--- config.mk ---
export PLATFORM = sky130hd
export DESIGN_NAME = gpio_port_data
export DESIGN_NICKNAME = d
export VERILOG_FILES = /design/src/rtl/gpio_pkg.sv /design/src/rtl/gpio_sync.sv /design/src/rtl/gpio_bus_fsm.sv /design/src/rtl/gpio_data_reg.sv /design/src/rtl/gpio_port_data.sv
export SDC_FILE = /design/constraint.sdc
export NUM_CORES = 1
export LEC_CHECK = 0
export BUFFER_PORTS_ARGS = -buffer_cell sky130_fd_sc_hd__buf_4
export CAP_MARGIN = 20
export CORE_ASPECT_RATIO = 1.5
export CORE_MARGIN = 4
export CORE_UTILIZATION = 43
export DETAILED_ROUTE_END_ITERATION = 16
export GPL_ROUTABILITY_DRIVEN = 0
export HOLD_SLACK_MARGIN = 0.12
export PLACE_DENSITY_LB_ADDON = 0.25
export SLEW_MARGIN = 10
export SYNTH_ARGS = -nofsm -noshare
export SYNTH_HDL_FRONTEND = slang
export SYNTH_SLANG_ARGS = --single-unit
--- constraint.sdc ---
create_clock -name clk -period 1.2 [get_ports clk]
set_input_delay 0.06 -clock clk [delete_from_list [all_inputs] [get_ports clk]]
set_output_delay 0.06 -clock clk [all_outputs]
set_load 0.02 [all_outputs]
--- src/rtl/gpio_pkg.sv ---
package gpio_pkg;
    typedef enum logic [0:0] {
        S_IDLE = 1'b0,
        S_ACK  = 1'b1
    } bus_state_t;
endpackage

--- src/rtl/gpio_sync.sv ---
module gpio_sync #(
    parameter int WIDTH  = 16,
    parameter int STAGES = 2
) (
    input  logic             clk,
    input  logic             rst_n,
    input  logic [WIDTH-1:0] d,
    output logic [WIDTH-1:0] q
);
    logic [WIDTH-1:0] chain [STAGES];

    generate
        for (genvar s = 0; s < STAGES; s++) begin : g_stage
            always_ff @(posedge clk or negedge rst_n) begin
                if (!rst_n)
                    chain[s] <= '0;
                else if (s == 0)
                    chain[s] <= d;
                else
                    chain[s] <= chain[(s == 0) ? 0 : s-1];
            end
        end
    endgenerate

    assign q = chain[STAGES-1];
endmodule

--- src/rtl/gpio_bus_fsm.sv ---
module gpio_bus_fsm
    import gpio_pkg::*;
#(
    parameter int WIDTH  = 16,
    parameter int LANES  = WIDTH / 8,
    parameter int LANE_W = (LANES > 1) ? $clog2(LANES) : 1
) (
    input  logic              clk,
    input  logic              rst_n,
    input  logic              req,
    input  logic              wr,
    input  logic              size16,
    input  logic [LANE_W-1:0] lane,
    input  logic [WIDTH-1:0]  wdata,
    output logic              ready,
    output logic [LANES-1:0]  wr_lane,
    output logic [WIDTH-1:0]  wr_data,
    output logic              rd_full,
    output logic [LANE_W-1:0] rd_lane
);
    bus_state_t        state;
    logic              c_wr;
    logic              c_full;
    logic [LANE_W-1:0] c_lane;
    logic [WIDTH-1:0]  c_data;

    // state register and command latch
    always_ff @(posedge clk or negedge rst_n) begin
        if (!rst_n) begin
            state  <= S_IDLE;
            c_wr   <= 1'b0;
            c_full <= 1'b0;
            c_lane <= '0;
            c_data <= '0;
        end else begin
            unique case (state)
                S_IDLE: if (req) begin
                    state  <= S_ACK;
                    c_wr   <= wr;
                    c_full <= size16;
                    c_lane <= lane;
                    c_data <= size16 ? wdata : {LANES{wdata[7:0]}};
                end
                S_ACK: state <= S_IDLE;
                default: state <= S_IDLE;
            endcase
        end
    end

    // outputs
    always_comb begin
        ready   = 1'b0;
        wr_lane = '0;
        unique case (state)
            S_IDLE: ready = 1'b0;
            S_ACK: begin
                ready = 1'b1;
                for (int l = 0; l < LANES; l++)
                    wr_lane[l] = c_wr && (c_full || (c_lane == LANE_W'(l)));
            end
            default: ready = 1'b0;
        endcase
    end

    assign wr_data = c_data;
    assign rd_full = c_full;
    assign rd_lane = c_lane;
endmodule

--- src/rtl/gpio_data_reg.sv ---
module gpio_data_reg #(
    parameter int WIDTH = 16,
    parameter int LANES = WIDTH / 8
) (
    input  logic             clk,
    input  logic             clr,
    input  logic [LANES-1:0] wr_lane,
    input  logic [WIDTH-1:0] wr_data,
    output logic [WIDTH-1:0] q
);
    generate
        for (genvar l = 0; l < LANES; l++) begin : g_lane
            always_ff @(posedge clk) begin
                if (clr)
                    q[l*8 +: 8] <= 8'h00;
                else if (wr_lane[l])
                    q[l*8 +: 8] <= wr_data[l*8 +: 8];
            end
        end
    endgenerate
endmodule

--- src/rtl/gpio_port_data.sv ---
module gpio_port_data #(
    parameter int WIDTH       = 16,
    parameter int SYNC_STAGES = 2,
    parameter int LANES       = WIDTH / 8,
    parameter int LANE_W      = (LANES > 1) ? $clog2(LANES) : 1
) (
    input  logic              clk,
    input  logic              rst_n,
    input  logic              por,
    input  logic              por_wdt,
    input  logic              hw_stby,
    input  logic              req,
    input  logic              wr,
    input  logic              size16,
    input  logic [LANE_W-1:0] lane,
    input  logic [WIDTH-1:0]  wdata,
    output logic              ready,
    output logic [WIDTH-1:0]  rdata,
    input  logic [WIDTH-1:0]  dir,
    input  logic              out_dis_n,
    input  logic [WIDTH-1:0]  pad_in,
    output logic [WIDTH-1:0]  pad_out,
    output logic [WIDTH-1:0]  pad_oe
);
    logic [LANES-1:0]  wr_lane;
    logic [WIDTH-1:0]  wr_data;
    logic              rd_full;
    logic [LANE_W-1:0] rd_lane;
    logic [WIDTH-1:0]  pin_sync;
    logic [WIDTH-1:0]  store;
    logic [WIDTH-1:0]  view;
    logic              clr;

    gpio_bus_fsm #(.WIDTH(WIDTH), .LANES(LANES), .LANE_W(LANE_W)) u_fsm (
        .clk(clk), .rst_n(rst_n), .req(req), .wr(wr), .size16(size16),
        .lane(lane), .wdata(wdata), .ready(ready), .wr_lane(wr_lane),
        .wr_data(wr_data), .rd_full(rd_full), .rd_lane(rd_lane)
    );

    gpio_sync #(.WIDTH(WIDTH), .STAGES(SYNC_STAGES)) u_sync (
        .clk(clk), .rst_n(rst_n), .d(pad_in), .q(pin_sync)
    );

    // non-watchdog power-on reset or hardware standby wipes the data
    assign clr = (por && !por_wdt) || hw_stby;

    gpio_data_reg #(.WIDTH(WIDTH), .LANES(LANES)) u_reg (
        .clk(clk), .clr(clr), .wr_lane(wr_lane), .wr_data(wr_data), .q(store)
    );

    assign view = (dir & store) | (~dir & pin_sync);

    always_comb begin
        rdata = '0;
        if (ready) begin
            if (rd_full)
                rdata = view;
            else
                rdata[7:0] = view[rd_lane*8 +: 8];
        end
    end

    assign pad_out = store;
    assign pad_oe  = dir & {WIDTH{out_dis_n}};
endmodule

==> results of run 1 <==
repair_timing:
item                                   in CTS  in global routing
endpoints found under the hold margin      87                  0
pin swaps                                   0                 20
hold buffers                               36                  0
setup buffers                               1                  3
setup endpoints to repair                  16                 33
resized for setup                           6                 64
sequential cells by signal (all words and copies together) (netlist names):
| name | flops |
|---|---|
| u_sync.q | 16 |
| u_sync.chain | 16 |
| u_fsm.wr_data | 16 |
| u_fsm.rd_lane | 1 |
| u_fsm.rd_full | 1 |
| u_reg.q | 16 |
| u_fsm.c_wr | 1 |
| u_fsm.state | 1 |
final timing paths:
kind	endpoint	slack (ns)	cells after the start	from
hold reg to reg	u_sync.q[1]	0.35	0	u_sync.chain[17]
setup reg to reg	u_reg.q[12]	-0.14	6	u_fsm.rd_full
max in group asynchronous	u_sync.q[8]	0.52	3	rst_n
min in group asynchronous	u_fsm.wr_data[2]	0.23	2	rst_n
hold / removal	u_fsm.state	0.14	3	req
setup / recovery	rdata[6]	-0.31	5	u_fsm.rd_full
power by group through the flow:
stage	Sequential (µW)	Combinational, µW	Clock (µW)
floorplan	2600	428	0
global placement	2600	879	0
detailed placement	2600	894	0
CTS	2560	1010	1820
global route	2580	1240	1930
finish	2570	1150	1780
placed cells by master, fill, tap and decap left out, types with 9 or more instances in the layout:
master         netlist  layout
nand2_1             28      17
and2_1              17      16
dlygate4sd3_1        0      36
clkbuf_8             0       9
dfrtp_1             52      50
buf_4                0      97
buf_6                3      20
dfxtp_1             16      16
o21ai_0             16       9
mux2i_1             24      24
layer usage:
metal  part of all wire [%]  vias up  global-route usage [%]
met5                      0        -                       0
met2                     55       71                    37.3
met1                     37     1104                    21.7
met3                    5.8       10                    4.06
li1                       -     1079                       -
met4                    1.4        0                    7.38
tightest hold or removal path: stages:
cell	delay, ns
buf_4	0.09
nand2b_4	0.18
inv_1	0.10
layout make-up:
cell class	instances	area, µm²
multi-input cells	142	1130
clock buffers	9	124
clock inverters	7	67.6
well taps	72	90.1
inverters	2	7.51
flip-flops and latches	68	1620
repair buffers	156	1370
fillers	401	1460
kinds of logic (layout without fill, tap and decap cells):
family                 Yosys count  count (layout)  synth area share (%)
AOI/OAI and AO/OA               43              43                  9.00
buffers and inverters           12             174                  2.82
muxes                           35              35                  14.4
DFF                             68              68                  62.0
and+or+nand+nor                 64              64                  11.8
stage by stage:
step                      TNS (ns)  instance area [µm²]  setup WS [ns]
final                        -4.83                 4410         -0.310
after global routing         -6.55                 4410         -0.365
after CTS                    -3.87                 4170         -0.301
after detailed placement  -0.00251                 3590       -0.00251
after global placement           0                 3590         0.0329
after floorplan              -1.46                 2660         -0.168
==> summary.md, run 1 <==
| Metric | Value |
|---|---|
| # clock sinks | `68` |
| Yosys reg bits | `68` |
| Worst EP arrival | `1.45 ns` |
| Critical Path RT | `1.14 ns` |
| Hold Vio Cnt, Final | `0` |
| Post-Synthesis Cells | `222` |
| Global route overflow | `0` |
| Synth warnings | `0` |
| Chip width | `71.7 µm` |
| Yosys top cell area share | `49.8%` |
| Top Ports | `107` |
| Worst Max-Slew Pin Slew | `0.482 ns` |
| Num CTS Buffers | `9` |
| Avg Cell Area, Syn | `11.8 µm²` |
| # H-tree levels | `3` |
| Placed cells | `400` |
| Die height | `103 µm` |
| Drt first-iter violations | `87` |
| Switch Pwr | `1480 µW` |
| Initial antenna violation count | `0` |
| Core area | `5870 µm²` |
| Final setup fails | `24` |
| Post-Route WL | `7180 µm` |
| RSZ-0062 raised after global routing | `yes` |
| Worst skew pair latency | `0.33 ns` |
| Reg clk slew, reported paths | `0.07 ns` |
| Power Density | `1240 nW/µm²` |
| Clk pwr share | `32.3%` |
| Final Max Slew Viols | `0` |
| Vias/cell | `4.96` |
| EDFF count, synth | `0` |
| Worst hold path class | `in -> reg` |
| Synth top area cells | `dfrtp_1 (50%), dfxtp_1 (12%), mux2i_1 (9.2%)` |
| CP Max Fanout | `8` |
| Final Worst Setup Slack | `-0.310 ns` |
| Starting Density | `44.5%` |
| Fin crit period | `1.51 ns` |
| Clock buffer depth | `2` |
| Diodes inserted | `0` |
| Top-count cell post-synth | `dfrtp_1` |
| Comb power frac | `20.9%` |
| FP Rows | `34` |
| Clock Skews | `0.00956 ns` |
| Max-slew headroom | `66.9%` |
| Pin count of the biggest net entering global routing | `37` |
| Reg power frac | `46.7%` |
| Status | `finished with violations` |
| Antenna-violating nets left | `0` |
| Crit start category | `register` |
| Maximum vdd ir drop | `974 µV` |
| Ratio of cells with drive above 1 in the final layout | `49.2%` |
| Slowest CP cell | `dfrtp_2` |
| Synth cell types | `23` |
| Failing checks | `setup timing` |
| Overall power | `5490 µW` |
| WP buf/inv | `2` |
| Hold_ws | `0.138 ns` |
| WS Path Type | `reg -> out` |
| Fin util | `75.2%` |
| Worst path max stage delay | `0.44 ns` |
| Worst setup EP type | `output port` |
| Final period util | `126%` |
| Fin nets | `437` |
| CP top delay family | `flip-flops` |
| Detailed-placement wirelength estimate | `5080 µm` |
| Routed vias | `2264` |
| TritonRoute pass-1 iters | `4` |
| DRC Markers | `0` |
| Top post-synthesis cells by count | `dfrtp_1 (52), nand2_1 (28), mux2i_1 (24)` |
| Sequential fraction of the synthesis area | `62.0%` |
| Root buffer cell | `clkbuf_8` |
| Vias in the first global route | `2277` |
| Worst-path cell chain | `nor2b_4, nand2_2, buf_12, o22ai_2, buf_6` |
| Max Cap Viol | `0` |
| Die area | `7420 µm²` |
| Internal power | `4010 µW` |
| Fin cells | `456` |
| Yosys top cell by area | `dfrtp_1` |
| Layout area overhead | `68.9%` |
| TritonCTS clock tree | `done` |
| Max frequency | `662 MHz` |
| Synthesized Nets | `280` |
| DR WL/cell | `15.8 µm` |
| Ys flop type | `dfrtp_1` |
| Switching Share | `27.0%` |
| Static Leakage | `0.00202 µW` |
| I/O Buffers | `106` |
| Mapped cell area | `2610 µm²` |
| First-pass GRT wire length | `10900 µm` |
| FFs w/ async S/R, synth | `76.5%` |
| Total track usage | `19.8%` |
Power figures use the tool's default switching activity.
==> inputs of run 2 (changes only) <==
--- a/config.mk
+++ b/config.mk
@@ -5,11 +5,12 @@
 export SDC_FILE = /design/constraint.sdc
 export NUM_CORES = 1
 export LEC_CHECK = 0
+export ABC_AREA = 1
 export BUFFER_PORTS_ARGS = -buffer_cell sky130_fd_sc_hd__buf_4
 export CAP_MARGIN = 20
 export CORE_ASPECT_RATIO = 1.5
 export CORE_MARGIN = 4
-export CORE_UTILIZATION = 43
+export CORE_UTILIZATION = 44
 export DETAILED_ROUTE_END_ITERATION = 16
 export GPL_ROUTABILITY_DRIVEN = 0
 export HOLD_SLACK_MARGIN = 0.12
==> run 2 against run 1 <==
The flow still finishes with violations (setup timing). Critical path depth is the same. Power grew 4.0%. Die area grew 9.7%. Sequential cell count is the same. Utilization shrank 3.1 points. Clock power is essentially flat. Via count grew 27%. Synthesized cell count grew 64%. Sequential power is essentially flat. Final cell count grew 34%. Fmax grew 3.9%.
==> summary.md, run 2 <==
| Metric | Value |
|---|---|
| Hold_ws | `0.159 ns` |
| CP endpoint | `rdata[0]` |
| Clock buffer depth | `2` |
| Worst-path cell chain | `nor2_4, nand3_2, nand2_2, nor2_2, buf_6` |
| Fin crit period | `1.45 ns` |
| Global route overflow | `0` |
| FFs w/ async S/R, synth | `76.5%` |
| Synth top area cells | `dfrtp_1 (44%), nand2_1 (13%), dfxtp_1 (11%)` |
| Diodes inserted | `0` |
| FP Rows | `36` |
| Yosys top cell by area | `dfrtp_1` |
| Core area | `6530 µm²` |
| Fin nets | `588` |
| Top post-synthesis cells by count | `nand2_1 (100), inv_1 (58), dfrtp_1 (52)` |
| Critical Path RT | `1.14 ns` |
| Wire length on met1 | `2950 µm` |
| Yosys top cell area share | `43.9%` |
| Post-Route WL | `8360 µm` |
| TritonRoute pass-1 iters | `4` |
| Max-slew headroom | `56.9%` |
| Initial antenna violation count | `0` |
| Mapped cell area | `2960 µm²` |
| Slowest CP cell | `dfrtp_2` |
| Post-Synthesis Cells | `365` |
| I/O Buffers | `106` |
| Num CTS Buffers | `9` |
| Critical R2R Launch | `u_fsm.rd_full` |
| Failing checks | `setup timing` |
| Worst EP arrival | `1.39 ns` |
| First-pass GRT wire length | `13000 µm` |
| Root buffer cell | `clkbuf_8` |
| Top-count cell post-synth | `nand2_1` |
| Vias/cell | `4.72` |
| Starting Density | `45.4%` |
| Chip width | `75 µm` |
| Final Max Slew Viols | `0` |
| Top Ports | `107` |
| Die area | `8140 µm²` |
| Synthesized Nets | `423` |
| Max Cap Viol | `0` |
| Reg clk slew, reported paths | `0.07 ns` |
| Worst skew pair latency | `0.35 ns` |
| Worst r2r dst | `u_reg.q[9]` |
| WS Path Type | `reg -> out` |
| EDFF count, synth | `0` |
| Worst Setup SP | `u_fsm.rd_full` |
| Worst hold path class | `in -> reg` |
| Total track usage | `21.5%` |
| Die height | `109 µm` |
| Top layer reached by signal wires | `met4` |
| Pin count of the biggest net entering global routing | `53` |
| Met3 routed WL | `422 µm` |
| CP Max Fanout | `6` |
| # H-tree levels | `3` |
| WP buf/inv | `1` |
| Final Worst Setup Slack | `-0.253 ns` |
| Crit start category | `register` |
| Final setup fails | `24` |
| Drt first-iter violations | `148` |
| Setup TNS | `-3.53 ns` |
| Worst setup EP type | `output port` |
| Ys flop type | `dfrtp_1` |
| Worst Reg2Reg Path Length in Cells | `6` |
| RSZ-0062 raised after global routing | `yes` |
| Sequential fraction of the synthesis area | `54.7%` |
| Hold Vio Cnt, Final | `0` |
| Worst path depth | `5` |
| Max frequency | `688 MHz` |
| Final period util | `121%` |
| Commonest cells after routing, fill and taps aside | `buf_4 (116), nand2_1 (94), inv_1 (56), dfrtp_1 (50), dlygate4sd3_1 (38)` |
| Worst Max-Slew Pin Slew | `0.647 ns` |
| Avg Cell Area, Syn | `8.12 µm²` |
| Static Leakage | `0.00244 µW` |
| Vias in the first global route | `2822` |
| Synth warnings | `0` |
| # clock sinks | `68` |
| CP top delay family | `flip-flops` |
| Yosys reg bits | `68` |
| Met2 routed WL | `4750 µm` |
| Flop2flop setup slack | `-0.15 ns` |
| Ratio of cells with drive above 1 in the final layout | `35.3%` |
| Antenna-violating nets left | `0` |
| TritonCTS clock tree | `done` |
| Routed vias | `2884` |
| DRC Markers | `0` |
| Clock Skews | `0.00863 ns` |
| Detailed-placement wirelength estimate | `5610 µm` |
| Most common cell after layout, fill and taps aside | `buf_4` |
| Power Density | `1210 nW/µm²` |
| Maximum vdd ir drop | `676 µV` |
| Layout area overhead | `58.8%` |
| DR WL/cell | `13.7 µm` |
| Status | `finished with violations` |
| Synth cell types | `21` |
| Worst path max stage delay | `0.46 ns` |
-- run 2: metrics by stage --
stage / worst slack, ns / cell area, µm² / std cells / utilization (%) / total power (µW)
floorplan: 0.0341 / 2980 / 365 / - / 3180
global placement: 0.115 / 3840 / 547 / 58.8 / 3580
detailed placement: 0.0685 / 3840 / 547 / 58.8 / 3610
CTS: -0.217 / 4540 / 607 / 69.6 / 5650
global route: -0.325 / 4710 / 611 / 72.0 / 6010
finish: -0.253 / 4710 / 611 / 72.0 / 5710
-- run 2: worst min path at each step --
stage | slack [ns] | to | cells past startpoint | start
final | 0.16 | u_reg.q[14] | 5 | por
after global routing | 0.17 | u_reg.q[6] | 5 | por
after CTS | 0.14 | u_reg.q[9] | 5 | por
after detailed placement | 0.13 | u_sync.q[6] | 1 | rst_n
after global placement | 0.12 | u_sync.chain[21] | 1 | rst_n
after floorplan | -0.24 | u_fsm.c_wr | 0 | rst_n
-- run 2: logic make-up (layout without fill, tap and decap cells) --
group                  Yosys count  in the layout  synth area share [%]
AND/OR/NAND/NOR                175            177                  24.5
buffers and inverters           76            244                  12.6
flip-flops                      68             68                  54.7
AO/OA/AOI/OAI                   46             46                  8.15
-- run 2: cell type report --
| cell class | instances | area (µm²) |
|---|---|---|
| fill | 490 | 1830 |
| clock inverter | 2 | 35.0 |
| multi-input combinational | 223 | 1130 |
| clock buffer | 14 | 153 |
| inverter | 62 | 245 |
| timing repair buffer | 166 | 1420 |
| tap | 76 | 95.1 |
| sequential | 68 | 1630 |
-- run 2: what timing repair did --
item / in CTS / in global routing
setup endpoints to repair: 16 / 29
resized for setup: 28 / 28
gates cloned: 2 / 0
hold buffers: 38 / 0
buffers inserted: 6 / 4
pin swaps: 4 / 10
hold endpoints to repair: 89 / 0
-- run 2: report_power, final --
| part | switching, µW | total (µW) | internal (µW) |
|---|---|---|---|
| Combinational | 732 | 1370 | 635 |
| Clock | 776 | 1790 | 1020 |
| Sequential | 94.3 | 2550 | 2460 |
-- run 2: tightest hold or removal path, cell delays in order --
cell and delay, ns:
buf_4 0.08, a21oi_2 0.04, buf_4 0.18, nand2_1 0.08
nor2_1 0.03
-- run 2: per-layer routing --
metal | GRT usage [%] | up-vias
met3 | 5.12 | 18
met4 | 10.2 | 0
met1 | 22.8 | 1343
met5 | 0 | -
li1 | - | 1429
met2 | 38.5 | 94
